--- src/rtl/prc_pkg.sv ---
package prc_pkg;
  typedef enum logic [1:0] {
    MODE_RUN  = 2'd0,
    MODE_IDLE = 2'd1,
    MODE_PD   = 2'd2
  } pmode_t;
endpackage

--- src/rtl/prc_rst_filter.sv ---
module prc_rst_filter #(
  parameter int SYNC_STAGES = 2,
  parameter int RST_CLKS    = 24
) (
  input  logic clk,
  input  logic rst_pin_a,
  output logic rst_sync,
  output logic int_rst
);
  localparam int CW = $clog2(RST_CLKS + 1);
  localparam logic [CW-1:0] LIM = CW'(RST_CLKS);

  logic [SYNC_STAGES-1:0] sync_q;
  logic [CW-1:0]          cnt_q;

  always_ff @(posedge clk) sync_q[0] <= rst_pin_a;

  for (genvar g = 1; g < SYNC_STAGES; g++) begin : g_sync
    always_ff @(posedge clk) sync_q[g] <= sync_q[g-1];
  end

  assign rst_sync = sync_q[SYNC_STAGES-1];

  always_ff @(posedge clk) begin
    if (!rst_sync)        cnt_q <= '0;
    else if (cnt_q != LIM) cnt_q <= cnt_q + 1'b1;
  end

  assign int_rst = (cnt_q == LIM);
endmodule

--- src/rtl/prc_mode_fsm.sv ---
module prc_mode_fsm
  import prc_pkg::*;
(
  input  logic   clk,
  input  logic   rst_pin_a,
  input  logic   rst_sync,
  input  logic   int_rst,
  input  logic   idle_req,
  input  logic   pd_req,
  input  logic   irq_pending,
  output pmode_t mode,
  output logic   cpu_clk_en,
  output logic   per_clk_en,
  output logic   osc_run,
  output logic   ram_wr_block
);
  pmode_t mode_q, mode_d;
  logic   phase_q;
  logic   blk_q;

  always_comb begin
    mode_d = mode_q;
    unique case (mode_q)
      MODE_RUN: begin
        if (pd_req)        mode_d = MODE_PD;
        else if (idle_req) mode_d = MODE_IDLE;
      end
      MODE_IDLE: begin
        if (rst_sync || irq_pending) mode_d = MODE_RUN;
      end
      MODE_PD:  mode_d = MODE_PD;
      default:  mode_d = MODE_RUN;
    endcase
  end

  always_ff @(posedge clk) begin
    if (int_rst) begin
      mode_q  <= MODE_RUN;
      phase_q <= 1'b0;
      blk_q   <= 1'b0;
    end else begin
      mode_q  <= mode_d;
      phase_q <= ~phase_q;
      if (!rst_sync)                            blk_q <= 1'b0;
      else if (mode_q == MODE_IDLE)             blk_q <= 1'b1;
    end
  end

  assign mode         = mode_q;
  assign cpu_clk_en   = phase_q & ~int_rst & (mode_q == MODE_RUN);
  assign per_clk_en   = phase_q & ~int_rst & (mode_q != MODE_PD);
  assign osc_run      = (mode_q != MODE_PD) | rst_pin_a;
  assign ram_wr_block = blk_q & ~int_rst;
endmodule

--- src/rtl/prc_ea_latch.sv ---
module prc_ea_latch (
  input  logic clk,
  input  logic int_rst,
  input  logic lock1_prog,
  input  logic ea_pin,
  output logic ea_latched,
  output logic ea_mismatch
);
  logic ea_q;

  always_ff @(posedge clk) begin
    if (int_rst && lock1_prog) ea_q <= ea_pin;
  end

  assign ea_latched  = ea_q;
  assign ea_mismatch = lock1_prog & (ea_q ^ ea_pin);
endmodule

--- src/rtl/pwr_rst_ctrl.sv ---
module pwr_rst_ctrl
  import prc_pkg::*;
#(
  parameter int OSC_PER_MC  = 12,
  parameter int RST_MCS     = 2,
  parameter int SYNC_STAGES = 2
) (
  input  logic osc_clk,
  input  logic rst_pin_a,
  input  logic idle_req,
  input  logic pd_req,
  input  logic irq_pending,
  input  logic ea_pin,
  input  logic lock1_prog,
  output logic cpu_clk_en,
  output logic per_clk_en,
  output logic osc_run,
  output logic int_rst,
  output logic ram_wr_block,
  output logic ea_latched,
  output logic ea_mismatch
);
  localparam int RST_CLKS = OSC_PER_MC * RST_MCS;

  logic   rst_sync;
  pmode_t mode;

  prc_rst_filter #(.SYNC_STAGES(SYNC_STAGES), .RST_CLKS(RST_CLKS)) u_filt (
    .clk(osc_clk), .rst_pin_a(rst_pin_a), .rst_sync(rst_sync), .int_rst(int_rst)
  );

  prc_mode_fsm u_fsm (
    .clk(osc_clk), .rst_pin_a(rst_pin_a), .rst_sync(rst_sync), .int_rst(int_rst),
    .idle_req(idle_req), .pd_req(pd_req), .irq_pending(irq_pending),
    .mode(mode), .cpu_clk_en(cpu_clk_en), .per_clk_en(per_clk_en),
    .osc_run(osc_run), .ram_wr_block(ram_wr_block)
  );

  prc_ea_latch u_ea (
    .clk(osc_clk), .int_rst(int_rst), .lock1_prog(lock1_prog), .ea_pin(ea_pin),
    .ea_latched(ea_latched), .ea_mismatch(ea_mismatch)
  );
endmodule

--- config.mk ---
export PLATFORM = sky130hd
export DESIGN_NAME = pwr_rst_ctrl
export DESIGN_NICKNAME = d
export VERILOG_FILES = /design/src/rtl/prc_pkg.sv /design/src/rtl/prc_rst_filter.sv /design/src/rtl/prc_mode_fsm.sv /design/src/rtl/prc_ea_latch.sv /design/src/rtl/pwr_rst_ctrl.sv
export SDC_FILE = /design/constraint.sdc
export NUM_CORES = 1
export LEC_CHECK = 0
export BUFFER_PORTS_ARGS = -buffer_cell sky130_fd_sc_hd__buf_2
export CAP_MARGIN = 20
export CORE_AREA = 4 4 41 43
export CTS_BUF_LIST = sky130_fd_sc_hd__clkbuf_4 sky130_fd_sc_hd__clkbuf_8
export DETAILED_ROUTE_END_ITERATION = 12
export DIE_AREA = 0 0 45 47
export GPL_TIMING_DRIVEN = 1
export SYNTH_ARGS = -nofsm -noshare
export SYNTH_HDL_FRONTEND = slang
export SYNTH_HIERARCHICAL = 1
export SYNTH_SLANG_ARGS = --single-unit
--- constraint.sdc ---
create_clock -name osc_clk -period 1.9 [get_ports osc_clk]
set_input_delay 0.095 -clock osc_clk [delete_from_list [all_inputs] [get_ports osc_clk]]
set_output_delay 0.095 -clock osc_clk [all_outputs]
set_load 0.005 [all_outputs]
* After elaboration in Yosys (flattened, before gate mapping)
Index checks and enable logic that the tools add are counted.
** Operators by class
- Add/sub/neg operators :: 1
- Eq/ne operators :: 7
- Multiplexer cells :: 4
- Bitwise operators :: 10
- Reduce and logical (&&, ||, !) cells :: 5
** Operators with widths (number)
- $mux W2 :: 3
- $pmux W2 S3 :: 1
- $add A5 B1 Y5 const B :: 1
- $and A1 B1 Y1 :: 5
- $eq A5 B5 Y1 const B :: 1
- $ne A5 B5 Y1 const B :: 1
- $ne A3 B3 Y1 const B :: 1
- $not A1 Y1 :: 3
- $eq A2 B1 Y1 const B :: 1
- $eq A2 B2 Y1 const B :: 1
- $logic_not A2 Y1 :: 1
- $ne A2 B1 Y1 const B :: 1
- $ne A2 B2 Y1 const B :: 1
- $reduce_and A2 Y1 :: 1
- $reduce_or A2 Y1 :: 1
- $logic_and A1 B1 Y1 :: 1
- $logic_or A1 B1 Y1 :: 1
- $or A1 B1 Y1 :: 1
- $xor A1 B1 Y1 :: 1
** Storage, ports and cells
- Register bits after elaboration :: 12
- Bits of input ports :: 7

* Depth between registers and ports, before layout
Gate-level depths: netlist of the first run.
- Word-level depth :: 4
- Mapped depth :: 6
- Depth with buffers taken out :: 5

* By module
The synthesis of the first run kept the hierarchy.
** Modules (own cells, without submodules)
- prc_rst_filter :: times used 1, cells each 29, area an instance 302.8 um^2
- prc_mode_fsm :: times used 1, cells each 19, area an instance 176.4 um^2
- prc_ea_latch :: times used 1, cells each 4, area an instance 51.3 um^2

* Worst setup path before layout of the first run
No wires, ideal clock.
- Path kind :: register -> output
- Start point :: reg u_filt.cnt_q[0]
- End point :: out cpu_clk_en
- Data arrival time :: 1.198 ns
- Setup slack :: 0.607 ns
- Cell stages (with the launch flop) :: 7
- Buffers on the path :: 1
- Cell sequence :: dfxtp_1 -> inv_1 -> ha_1 -> and4b_1 -> buf_6 -> nand2b_1 -> nor3_1
** Between the ends
- Word-level cells in the longest chain between the ends :: 4
** RTL lines
- from (decl) :: line prc_rst_filter.sv:14 : logic [CW-1:0] cnt_q;
- from (signal assigned) :: line prc_rst_filter.sv:26 : else if (cnt_q != LIM) cnt_q <= cnt_q + 1'b1;
- $eq A5 B5 Y1 :: line prc_rst_filter.sv:29 : assign int_rst = (cnt_q == LIM);
- net int_rst :: line pwr_rst_ctrl.sv:18 : output logic int_rst,
- $not A1 Y1 :: line prc_mode_fsm.sv:50 : assign cpu_clk_en = phase_q & ~int_rst & (mode_q == MODE_RUN);
- $and A1 B1 Y1 (2 in a row) :: line prc_mode_fsm.sv:50
- to (decl) :: line pwr_rst_ctrl.sv:15 : output logic cpu_clk_en,
The timed path passes the listed nets, and every way through them passes these cells.

* Worst setup path in the final report of the first run
- Start point :: reg u_filt.cnt_q[0]
- End point :: out cpu_clk_en
** Between the ends
- Word-level cells in the longest chain between the ends :: 4
** RTL lines (line)
- $eq A5 B5 Y1 :: prc_rst_filter.sv:29
- $not A1 Y1 :: prc_mode_fsm.sv:50
- $and A1 B1 Y1 (2 in a row) :: prc_mode_fsm.sv:50
Every way passes these cells.

==> results of run 1 <==
## per-layer routing
metal	share of wire (%)	GRT usage (%)	wire, um	vias to the layer above
met5	0	0	0	-
met4	1.2	8.772	11	0
met3	4.3	2.299	41	2
met2	47	16.67	452	8
met1	47	13.19	448	170
li1	-	-	-	210
## per-stage QoR
step / utilization, % / std cells / worst slack, ns
after global placement: 46.92 / 80 / 0.5429
after detailed placement: 46.92 / 80 / 0.4942
after floorplan: - / 52 / 0.6069
after CTS: 50.48 / 85 / 0.1803
final: 50.48 / 85 / 0.2152
after global routing: 50.48 / 85 / 0.1105
## worst max-delay path: stages, from the launching register on
cell,delay [ns]
dfxtp_1,0.38
inv_1,0.06
ha_1,0.18
and4b_1,0.25
nand2b_1,0.19
nor3_1,0.13
buf_2,0.14
## cell type report
cell class | count | area [um^2]
inverters | 4 | 15.01
flip-flops and latches | 12 | 250.2
repair buffers | 15 | 82.58
multi-input cells | 35 | 254.0
well taps | 15 | 18.77
clock buffers | 4 | 36.28
fillers | 130 | 644.4
## placed cells by master (no fill, tap or decap), drive strengths merged, types with 2 or more instances in the layout
| cell type | Yosys | routed |
|---|---|---|
| or3b | 2 | 2 |
| inv | 4 | 4 |
| dfxtp | 11 | 11 |
| nor3 | 2 | 2 |
| nand2b | 4 | 4 |
| mux2i | 4 | 4 |
| clkbuf | 0 | 4 |
| nand3 | 2 | 2 |
| nand2 | 5 | 5 |
| nor2b | 2 | 2 |
| ha | 2 | 2 |
| nor2 | 2 | 2 |
| buf | 1 | 14 |
| and2 | 2 | 2 |
## cells in the mapped netlist (all sizes together)
cell type / instances / area share, %
nor2: 2 / 1.4
nand3b: 1 / 1.4
xor2: 1 / 1.7
edfxtp: 1 / 5.7
buf: 1 / 2.1
o211a: 1 / 1.9
ha: 2 / 4.7
and2: 2 / 2.4
or3b: 2 / 3.3
and4b: 1 / 1.9
nand2: 5 / 3.5
nor3: 2 / 1.9
xnor2: 1 / 1.7
mux2i: 4 / 7.5
nand3: 2 / 1.9
a21oi: 1 / 0.94
nand2b: 4 / 4.7
dfxtp: 11 / 42
nor3b: 1 / 2.4
nor2b: 2 / 2.4
a211oi: 1 / 2.4
inv: 4 / 2.8
## how the worst max path moves through the flow
stage,start,endpoint,slack [ns],depth (start not counted)
2_1_floorplan,u_filt/cnt_q[0]$_SDFFE_PN0P_,cpu_clk_en,0.61,6
3_3_place_gp,u_filt/cnt_q[0]$_SDFFE_PN0P_,cpu_clk_en,0.54,6
3_5_place_dp,u_filt/cnt_q[0]$_SDFFE_PN0P_,cpu_clk_en,0.49,6
4_1_cts,u_filt/cnt_q[0]$_SDFFE_PN0P_,cpu_clk_en,0.18,6
5_1_grt,u_filt/cnt_q[0]$_SDFFE_PN0P_,cpu_clk_en,0.11,6
6_report,u_filt/cnt_q[0]$_SDFFE_PN0P_,cpu_clk_en,0.22,6
## registers in the layout, summed over array words and instances (netlist names)
register,flops
u_filt/cnt_q,5
u_fsm/mode,2
u_filt/rst_sync,1
u_fsm/phase_q,1
u_filt/sync_q,1
u_fsm/blk_q,1
u_ea/ea_latched,1
## logic make-up (layout without fill, tap and decap cells)
logic type,Yosys count,after routing,share of synthesized area [%]
buf+inv,5,23,4.952
flops,12,12,47.17
mux,4,4,7.547
compound gates,3,3,5.187
fa+ha+maj,2,2,4.716
xor+xnor,2,2,3.302
simple gates,24,24,27.12
## power breakdown
group          switching [mW]  leakage, nW  internal [mW]
sequential            0.00914       0.0994          0.263
combinational          0.0131        0.191         0.0188
clock                  0.0846       0.0210          0.116
total                   0.107        0.311          0.398
==> results.sh, run 1 <==
export IMPL_status="finished clean"
export IMPL_worst_setup_path_type="register to output pin"
export IMPL_fin_crit_sh_pct=88.67
export IMPL_cellLeakagePower_nw=0.3109
export IMPL_rrSetupSlack_ns=0.57
export IMPL_initial_core_util_pct=40.77
export IMPL_power_uw=505.1
export IMPL_cts_tree="done"
export IMPL_hold_end="u_ea/ea_latched$_DFFE_PP_"
export IMPL_io_buffers=13
export IMPL_h_tree_depth=1
export IMPL_avgSynthCellArea_um2=10.20
export IMPL_worstHoldStart="ea_pin"
export IMPL_routed_wl_um=954
export IMPL_cts_setup_buffers=0
export IMPL_grt_pass1_vias=389
export IMPL_hold_depth=1
export IMPL_viasPerCell=4.588
export IMPL_dieWidth_um=45
export IMPL_dr_pass1_iters=1
export IMPL_ys_types=22
export IMPL_r2r_end="u_ea/ea_latched$_DFFE_PP_"
export IMPL_worst_setup_path_end_kind="output pin"
export IMPL_fmax_mhz=593.5
export IMPL_maxCapViolations=0
export IMPL_drt_iter0_drc=0
export IMPL_clk_latency_ns=0.27
export IMPL_syn_to_final_growth_pct=23.82
export IMPL_fin_worst_skew_ns=0.003726
export IMPL_grt_ovfl_total=0
export IMPL_cp_arrival_ns=1.59
export IMPL_holdBufCountCts=1
export IMPL_final_hold_violation_count=0
export IMPL_io_pins=14
export IMPL_r2r_start="u_filt/cnt_q[0]$_SDFFE_PN0P_"
export IMPL_yosysWarnings=6
export IMPL_vias=390
export IMPL_setup_violations=0
export IMPL_required_ns=1.80
export IMPL_setup_tns_ns=0
export IMPL_core_rowCount=13
export IMPL_cts_resized=0
export IMPL_numCtsBuffers=3
export IMPL_grt_pass1_wl_mm=1.600
export IMPL_grt_setup_unrepaired="no"
export IMPL_tightest_slew_ns=0.3264
export IMPL_diodes=0
export IMPL_place_hpwl_um=714.5
export IMPL_grt_max_degree=12
export IMPL_place_congestion=0.6709
export IMPL_core_um2=1301
export IMPL_nNetsFinal=80
export IMPL_antenna_found_initial=0
export IMPL_slew_limit_headroom_pct=78.21
export IMPL_drc=0
export IMPL_hp_class="input pin to register"
export IMPL_whs_ns=0.04175
export IMPL_critPathMaxFanout=7
export IMPL_powerDensity_nw_per_um2=769.0
export IMPL_final_cell_area_um2=656.9
export IMPL_postRouteAntennaNets=0
export IMPL_dpl_instance_area_um2=610.6
export IMPL_die_y_um=47
export IMPL_min_period_ns=1.685
export IMPL_start_kind="register"
export IMPL_clock_path_buffers=2
export IMPL_drive_gt1_share_pct=28.57
export IMPL_grt_usage_pct=10.89
export IMPL_peakVddDrop_mv=0.3872
export IMPL_fp_dieArea_um2=2115
export IMPL_wire_per_inst_um=11.22
export IMPL_cts_root_buf="clkbuf_4"
export IMPL_synth_nets=61
export IMPL_numClockSinks=12
export IMPL_synth_area_um2=530.5
export IMPL_synthCells=52
export IMPL_reg2reg_depth=4
export IMPL_clk_pin_slew_ns=0.07
export IMPL_ys_seq_area_share_pct=47.17
export IMPL_final_max_slew_violation_count=0
export IMPL_synth_seq_cells=12
Power figures use the tool's default switching activity.
==> run 2: changes to the inputs <==
--- a/config.mk
+++ b/config.mk
@@ -12,6 +12,7 @@
 export DETAILED_ROUTE_END_ITERATION = 12
 export DIE_AREA = 0 0 45 47
 export GPL_TIMING_DRIVEN = 1
+export SETUP_SLACK_MARGIN = 0.5
 export SYNTH_ARGS = -nofsm -noshare
 export SYNTH_HDL_FRONTEND = slang
 export SYNTH_HIERARCHICAL = 1
==> run 2 against run 1 <==
Sequential share of layout area shrank 3.5 points. Fmax grew 15%. Clock skew is essentially flat. Critical path type unchanged. Critical endpoint is now per_clk_en. Highest routed layer unchanged.
==> results.sh, run 2 (same netlist as run 1, synthesis figures left out) <==
export IMPL_grt_setup_unrepaired="yes"
export IMPL_clock_path_buffers=2
export IMPL_setup_tns_ns=0
export IMPL_vias=414
export IMPL_numClockSinks=12
export IMPL_cellLeakagePower_nw=0.3432
export IMPL_p_comb_share_pct=8.7
export IMPL_h_tree_depth=1
export IMPL_mostFrequentLayoutCells="buf_2 (12), dfxtp_1 (9), buf_4 (6)"
export IMPL_hp_class="input pin to register"
export IMPL_fmax_mhz=681.2
export IMPL_clk_latency_ns=0.27
export IMPL_io_pins=14
export IMPL_largest_reg_flops=5
export IMPL_status="finished clean"
export IMPL_place_congestion=0.6709
export IMPL_final_hold_violation_count=0
export IMPL_powerDensity_nw_per_um2=709.9
export IMPL_postRouteAntennaNets=0
export IMPL_crit_slowest_cell="dfxtp_2"
export IMPL_core_rowCount=13
export IMPL_min_period_ns=1.468
export IMPL_initial_core_util_pct=40.77
export IMPL_core_um2=1301
export IMPL_grt_max_degree=12
export IMPL_antenna_found_initial=0
export IMPL_routed_wl_mm=1.043
export IMPL_setup_violations=0
export IMPL_cts_root_buf="clkbuf_4"
export IMPL_dr_pass1_iters=2
export IMPL_dieWidth_um=45
export IMPL_numCtsBuffers=3
export IMPL_nNetsFinal=86
export IMPL_drc=0
export IMPL_final_cell_area_um2=730.7
export IMPL_critPathMaxFanout=2
export IMPL_wire_per_inst_um=11.46
export IMPL_worst_setup_path_type="register to output pin"
export IMPL_grt_pass1_wl_mm=1.731
export IMPL_drive_gt1_share_pct=44.74
export IMPL_grt_ovfl_total=0
export IMPL_p_sw_uw=111.3
export IMPL_syn_to_final_growth_pct=37.74
export IMPL_fin_crit_sh_pct=77.27
export IMPL_die_y_um=47
export IMPL_cts_tree="done"
export IMPL_cp_arrival_ns=1.37
export IMPL_r2r_start="u_filt/cnt_q[1]$_SDFFE_PN0P_"
export IMPL_peakVddDrop_mv=0.3877
export IMPL_fin_worst_skew_ns=0.003301
export IMPL_required_ns=1.80
export IMPL_clk_pin_slew_ns=0.08
export IMPL_slew_limit_headroom_pct=77.94
export IMPL_viasPerCell=4.549
export IMPL_final_common_cell="buf_2"
export IMPL_place_hpwl_um=714.5
export IMPL_diodes=0
export IMPL_power_share_switching_pct=21.45
export IMPL_dpl_instance_area_um2=610.6
export IMPL_final_max_slew_violation_count=0
export IMPL_drt_iter0_drc=1
export IMPL_startpoint="u_filt/cnt_q[1]$_SDFFE_PN0P_"
export IMPL_io_buffers=13
export IMPL_start_kind="register"
export IMPL_seqPwrFrac_pct=52.5
export IMPL_grt_pass1_vias=416
export IMPL_maxCapViolations=0
export IMPL_slowest_delay_ns=0.34
export IMPL_tightest_slew_ns=0.3305
export IMPL_num_fill_cells=119
export IMPL_fp_dieArea_um2=2115
export IMPL_grt_usage_pct=11.76
export IMPL_cell_internal_pwr_uw=407.4
export IMPL_worst_setup_path_end_kind="output pin"
export IMPL_worstHoldStart="ea_pin"
export IMPL_clkPwrFrac_pct=38.8
export IMPL_top_register="u_filt/cnt_q"
export IMPL_worstPathCellList="inv_2, ha_2, and4b_2, nand2b_4, a21oi_1, buf_2"
## run 2: path summary, 6_finish.rpt
kind / endpoint / slack (ns) / depth (start not counted)
worst max register to register: u_fsm/mode[1]$_SDFFE_PP0P_ / 0.52 / 7
worst min register to register: u_filt/rst_sync$_DFF_P_ / 0.33 / 0
worst min-delay path: u_ea/ea_latched$_DFFE_PP_ / 0.04 / 1
worst max-delay path: per_clk_en / 0.43 / 6
## run 2: final cells by class
cell class	instances	area [um^2]	share of cell area, %
well taps	15	18.77	2.568
clock buffers	4	36.28	4.966
flip-flops and latches	12	252.7	34.59
repair buffers	21	137.6	18.84
inverters	4	15.01	2.055
multi-input cells	35	270.3	36.99
## run 2: per-stage QoR
stage | utilization (%) | hold WS [ns] | std cells | power [mW] | setup WS [ns]
2_1_floorplan | - | 0.1227 | 52 | 0.2954 | 0.6069
3_3_place_gp | 46.92 | 0.2171 | 80 | 0.3083 | 0.5429
3_5_place_dp | 46.92 | 0.2203 | 80 | 0.3091 | 0.4942
4_1_cts | 53.65 | 0.03110 | 88 | 0.5246 | 0.3689
5_1_grt | 56.15 | 0.02487 | 91 | 0.5415 | 0.3577
6_report | 56.15 | 0.04207 | 91 | 0.5187 | 0.4319
## run 2: critical path, delay by kind of cell (launching register included)
| kind | cells | cell delay (ns) |
|---|---|---|
| and+or+nand+nor | 2 | 0.37 |
| DFF | 1 | 0.34 |
| AOI/OAI and AO/OA | 1 | 0.10 |
| adders and majority gates | 1 | 0.16 |
| buffers and inverters | 2 | 0.15 |
## run 2: power groups by stage
stage | clock network (mW) | registers (mW) | logic [mW]
5_1_grt | 0.217 | 0.274 | 0.0510
3_3_place_gp | 0 | 0.279 | 0.0296
6_report | 0.201 | 0.272 | 0.0451
3_5_place_dp | 0 | 0.279 | 0.0304
2_1_floorplan | 0 | 0.276 | 0.0191
4_1_cts | 0.211 | 0.272 | 0.0413
## run 2: metal layers
metal	up-vias	global-route usage [%]	wire length [um]
met5	-	0	0
met4	0	8.772	12
met3	2	2.299	39
met2	8	18.64	487
met1	183	14.12	504
li1	221	-	-
## run 2: timing repair
item / 4_1_cts / 5_1_grt
hold buffers: 1 / 0
resized for setup: 7 / 3
hold endpoints to repair: 1 / 0
setup endpoints to repair: 4 / 4
pin swaps: 1 / 2
buffers inserted: 3 / 3
==> run 3: changes to the inputs <==
--- a/config.mk
+++ b/config.mk
@@ -12,6 +12,7 @@
 export DETAILED_ROUTE_END_ITERATION = 12
 export DIE_AREA = 0 0 45 47
 export GPL_TIMING_DRIVEN = 1
+export PLACE_DENSITY = 0.66
 export SETUP_SLACK_MARGIN = 0.5
 export SYNTH_ARGS = -nofsm -noshare
 export SYNTH_HDL_FRONTEND = slang
==> constraint.sdc (replaced) <==
create_clock -name osc_clk -period 1.2 [get_ports osc_clk]
set_input_delay 0.06 -clock osc_clk [delete_from_list [all_inputs] [get_ports osc_clk]]
set_output_delay 0.06 -clock osc_clk [all_outputs]
set_load 0.005 [all_outputs]
==> run 3 against run 2 <==
The flow now finishes with violations (setup timing). Design area increased by 18%. Die area is the same. Worst setup slack lost 0.74 ns. Via count grew 12%. Global-route usage increased by 2.3 points. Flip-flop and latch count unchanged.
==> results.sh, run 3 (same netlist as run 1, synthesis figures left out) <==
export IMPL_worst_setup_path_type="register to output pin"
export IMPL_wl_met3_um=75
export IMPL_reg2reg_depth=7
export IMPL_setup_violations=11
export IMPL_antenna_found_initial=0
export IMPL_cell_internal_pwr_uw=651.3
export IMPL_die_y_um=47
export IMPL_h_tree_depth=1
export IMPL_drive_gt1_share_pct=60.71
export IMPL_clk_latency_ns=0.27
export IMPL_diodes=0
export IMPL_dp_cells=84
export IMPL_seqPwrFrac_pct=50.7
export IMPL_final_common_cell="buf_2"
export IMPL_postRouteAntennaNets=0
export IMPL_num_fill_cells=109
export IMPL_syn_to_final_growth_pct=62.26
export IMPL_slowest_delay_ns=0.33
export IMPL_fin_worst_skew_ns=0.0002645
export IMPL_fmax_mhz=665.0
export IMPL_grt_usage_pct=14.07
export IMPL_hold_depth=3
export IMPL_final_hold_violation_count=0
export IMPL_critPathMaxFanout=4
export IMPL_grt_ovfl_total=0
export IMPL_violations="setup timing"
export IMPL_final_max_slew_violation_count=0
export IMPL_final_cell_area_um2=860.8
export IMPL_numCtsBuffers=3
export IMPL_grt_pass1_vias=469
export IMPL_place_hpwl_um=741
export IMPL_grt_pass1_wl_mm=2.007
export IMPL_m1WireLength_um=541
export IMPL_fin_crit_sh_pct=125.3
export IMPL_worstPathCellList="inv_2, ha_4, and4b_2, nand2b_4, nor3_2, buf_2"
export IMPL_setup_tns_ns=-2.121
export IMPL_crit_slowest_cell="dfxtp_2"
export IMPL_seq_area_um2=259.0
export IMPL_status="complete, but fails checks"
export IMPL_viasPerCell=4.667
export IMPL_place_ws_ns=-0.007713
export IMPL_start_kind="register"
export IMPL_multi_input_area_um2=305.3
export IMPL_nNetsFinal=94
export IMPL_p_comb_share_pct=10.8
export IMPL_grt_setup_unrepaired="yes"
export IMPL_peakVddDrop_mv=0.6197
export IMPL_initial_core_util_pct=40.77
export IMPL_topRoutingLayerUsed="met4"
export IMPL_fp_dieArea_um2=2115
export IMPL_worst_setup_path_end_kind="output pin"
export IMPL_numClockSinks=12
export IMPL_min_period_ns=1.504
export IMPL_cts_tree="done"
export IMPL_dr_pass1_iters=3
export IMPL_grt_max_degree=11
export IMPL_powerDensity_nw_per_um2=977.1
export IMPL_clock_path_buffers=2
export IMPL_cts_root_buf="clkbuf_4"
export IMPL_slew_limit_headroom_pct=87.20
export IMPL_core_um2=1301
export IMPL_routed_wl_mm=1.390
export IMPL_hp_class="input pin to register"
export IMPL_dpl_instance_area_um2=654.4
export IMPL_top_register="u_filt/cnt_q"
export IMPL_maxCapViolations=0
export IMPL_mostFrequentLayoutCells="buf_2 (12), buf_6 (9), buf_4 (6), dfxtp_1 (6), nand2_1 (5)"
export IMPL_drt_iter0_drc=4
export IMPL_wire_per_inst_um=14.04
export IMPL_place_congestion=0.7454
export IMPL_tightest_slew_ns=0.1913
export IMPL_drc=0
export IMPL_clkPwrFrac_pct=38.5
export IMPL_vias=462
export IMPL_core_rowCount=13
export IMPL_dieWidth_um=45
export IMPL_p_sw_uw=189.8
export IMPL_wl_met2_um=752
export IMPL_stdcell_count=99
export IMPL_power_share_switching_pct=22.57
export IMPL_clk_pin_slew_ns=0.07
export IMPL_io_pins=14
export IMPL_largest_reg_flops=5
export IMPL_cp_arrival_ns=1.44
export IMPL_required_ns=1.14
export IMPL_fin_util_pct=66.15
export IMPL_cellLeakagePower_nw=0.3982
export IMPL_io_buffers=13
export IMPL_setup_ws_ns=-0.3037
[run 3: cell count changes in the layout (fill, tap and decap cells not counted), moves of 2 or more]
cell	before	now
inv_1	2	0
inv_2	2	4
buf_6	2	9
dfxtp_2	2	4
dfxtp_1	9	6
[run 3: metrics by stage]
| step | hold WS [ns] | total power, mW |
|---|---|---|
| 3_3_place_gp | 0.1772 | 0.5016 |
| 3_5_place_dp | 0.1836 | 0.5051 |
| 5_1_grt | 0.05716 | 0.9002 |
| 2_1_floorplan | 0.08772 | 0.4695 |
| 4_1_cts | 0.03627 | 0.8497 |
| 6_report | 0.09142 | 0.8411 |
[run 3: what timing repair did]
action,in CTS,in global routing
gates cloned,0,0
hold buffers,2,0
pin swaps,4,1
setup endpoints to repair,17,17
resized for setup,22,3
endpoints found under the hold margin,2,0
setup buffers,6,3
[run 3: power groups by stage]
stage	registers [mW]	logic (mW)	clock network (mW)
floorplan	0.439	0.0306	0
finish	0.426	0.0912	0.324
global route	0.429	0.101	0.371
detailed placement	0.435	0.0704	0
CTS	0.426	0.0858	0.338
global placement	0.435	0.0665	0
[run 3: worst max-delay path: cells and delay by family, from the launching register on]
| family | cells | cell delay [ns] |
|---|---|---|
| simple gates | 3 | 0.50 |
| flops | 1 | 0.33 |
| buf+inv | 2 | 0.19 |
| fa+ha+maj | 1 | 0.15 |
[run 3: routing by layer]
metal / track usage, % / vias to the layer above
met4: 7.018 / 0
met1: 14.81 / 213
met5: 0 / -
met3: 8.046 / 2
met2: 22.60 / 10
li1: - / 237
[run 3: final cells by class]
class | instances | area share [%]
multi-input cells | 35 | 35.47
flip-flops and latches | 12 | 30.09
repair buffers | 29 | 26.31
clock buffers | 4 | 4.215
well taps | 15 | 2.180
inverters | 4 | 1.744
[run 3: worst paths after layout]
| check | from | to | slack [ns] |
|---|---|---|---|
| max reg2reg | u_filt/cnt_q[1]$_SDFFE_PN0P_ | u_ea/ea_latched$_DFFE_PP_ | -0.27 |
| min | irq_pending | u_fsm/mode[0]$_SDFFE_PP0P_ | 0.09 |
| max | u_filt/cnt_q[1]$_SDFFE_PN0P_ | cpu_clk_en | -0.30 |
| min reg2reg | u_filt/sync_q[0]$_DFF_P_ | u_filt/rst_sync$_DFF_P_ | 0.33 |
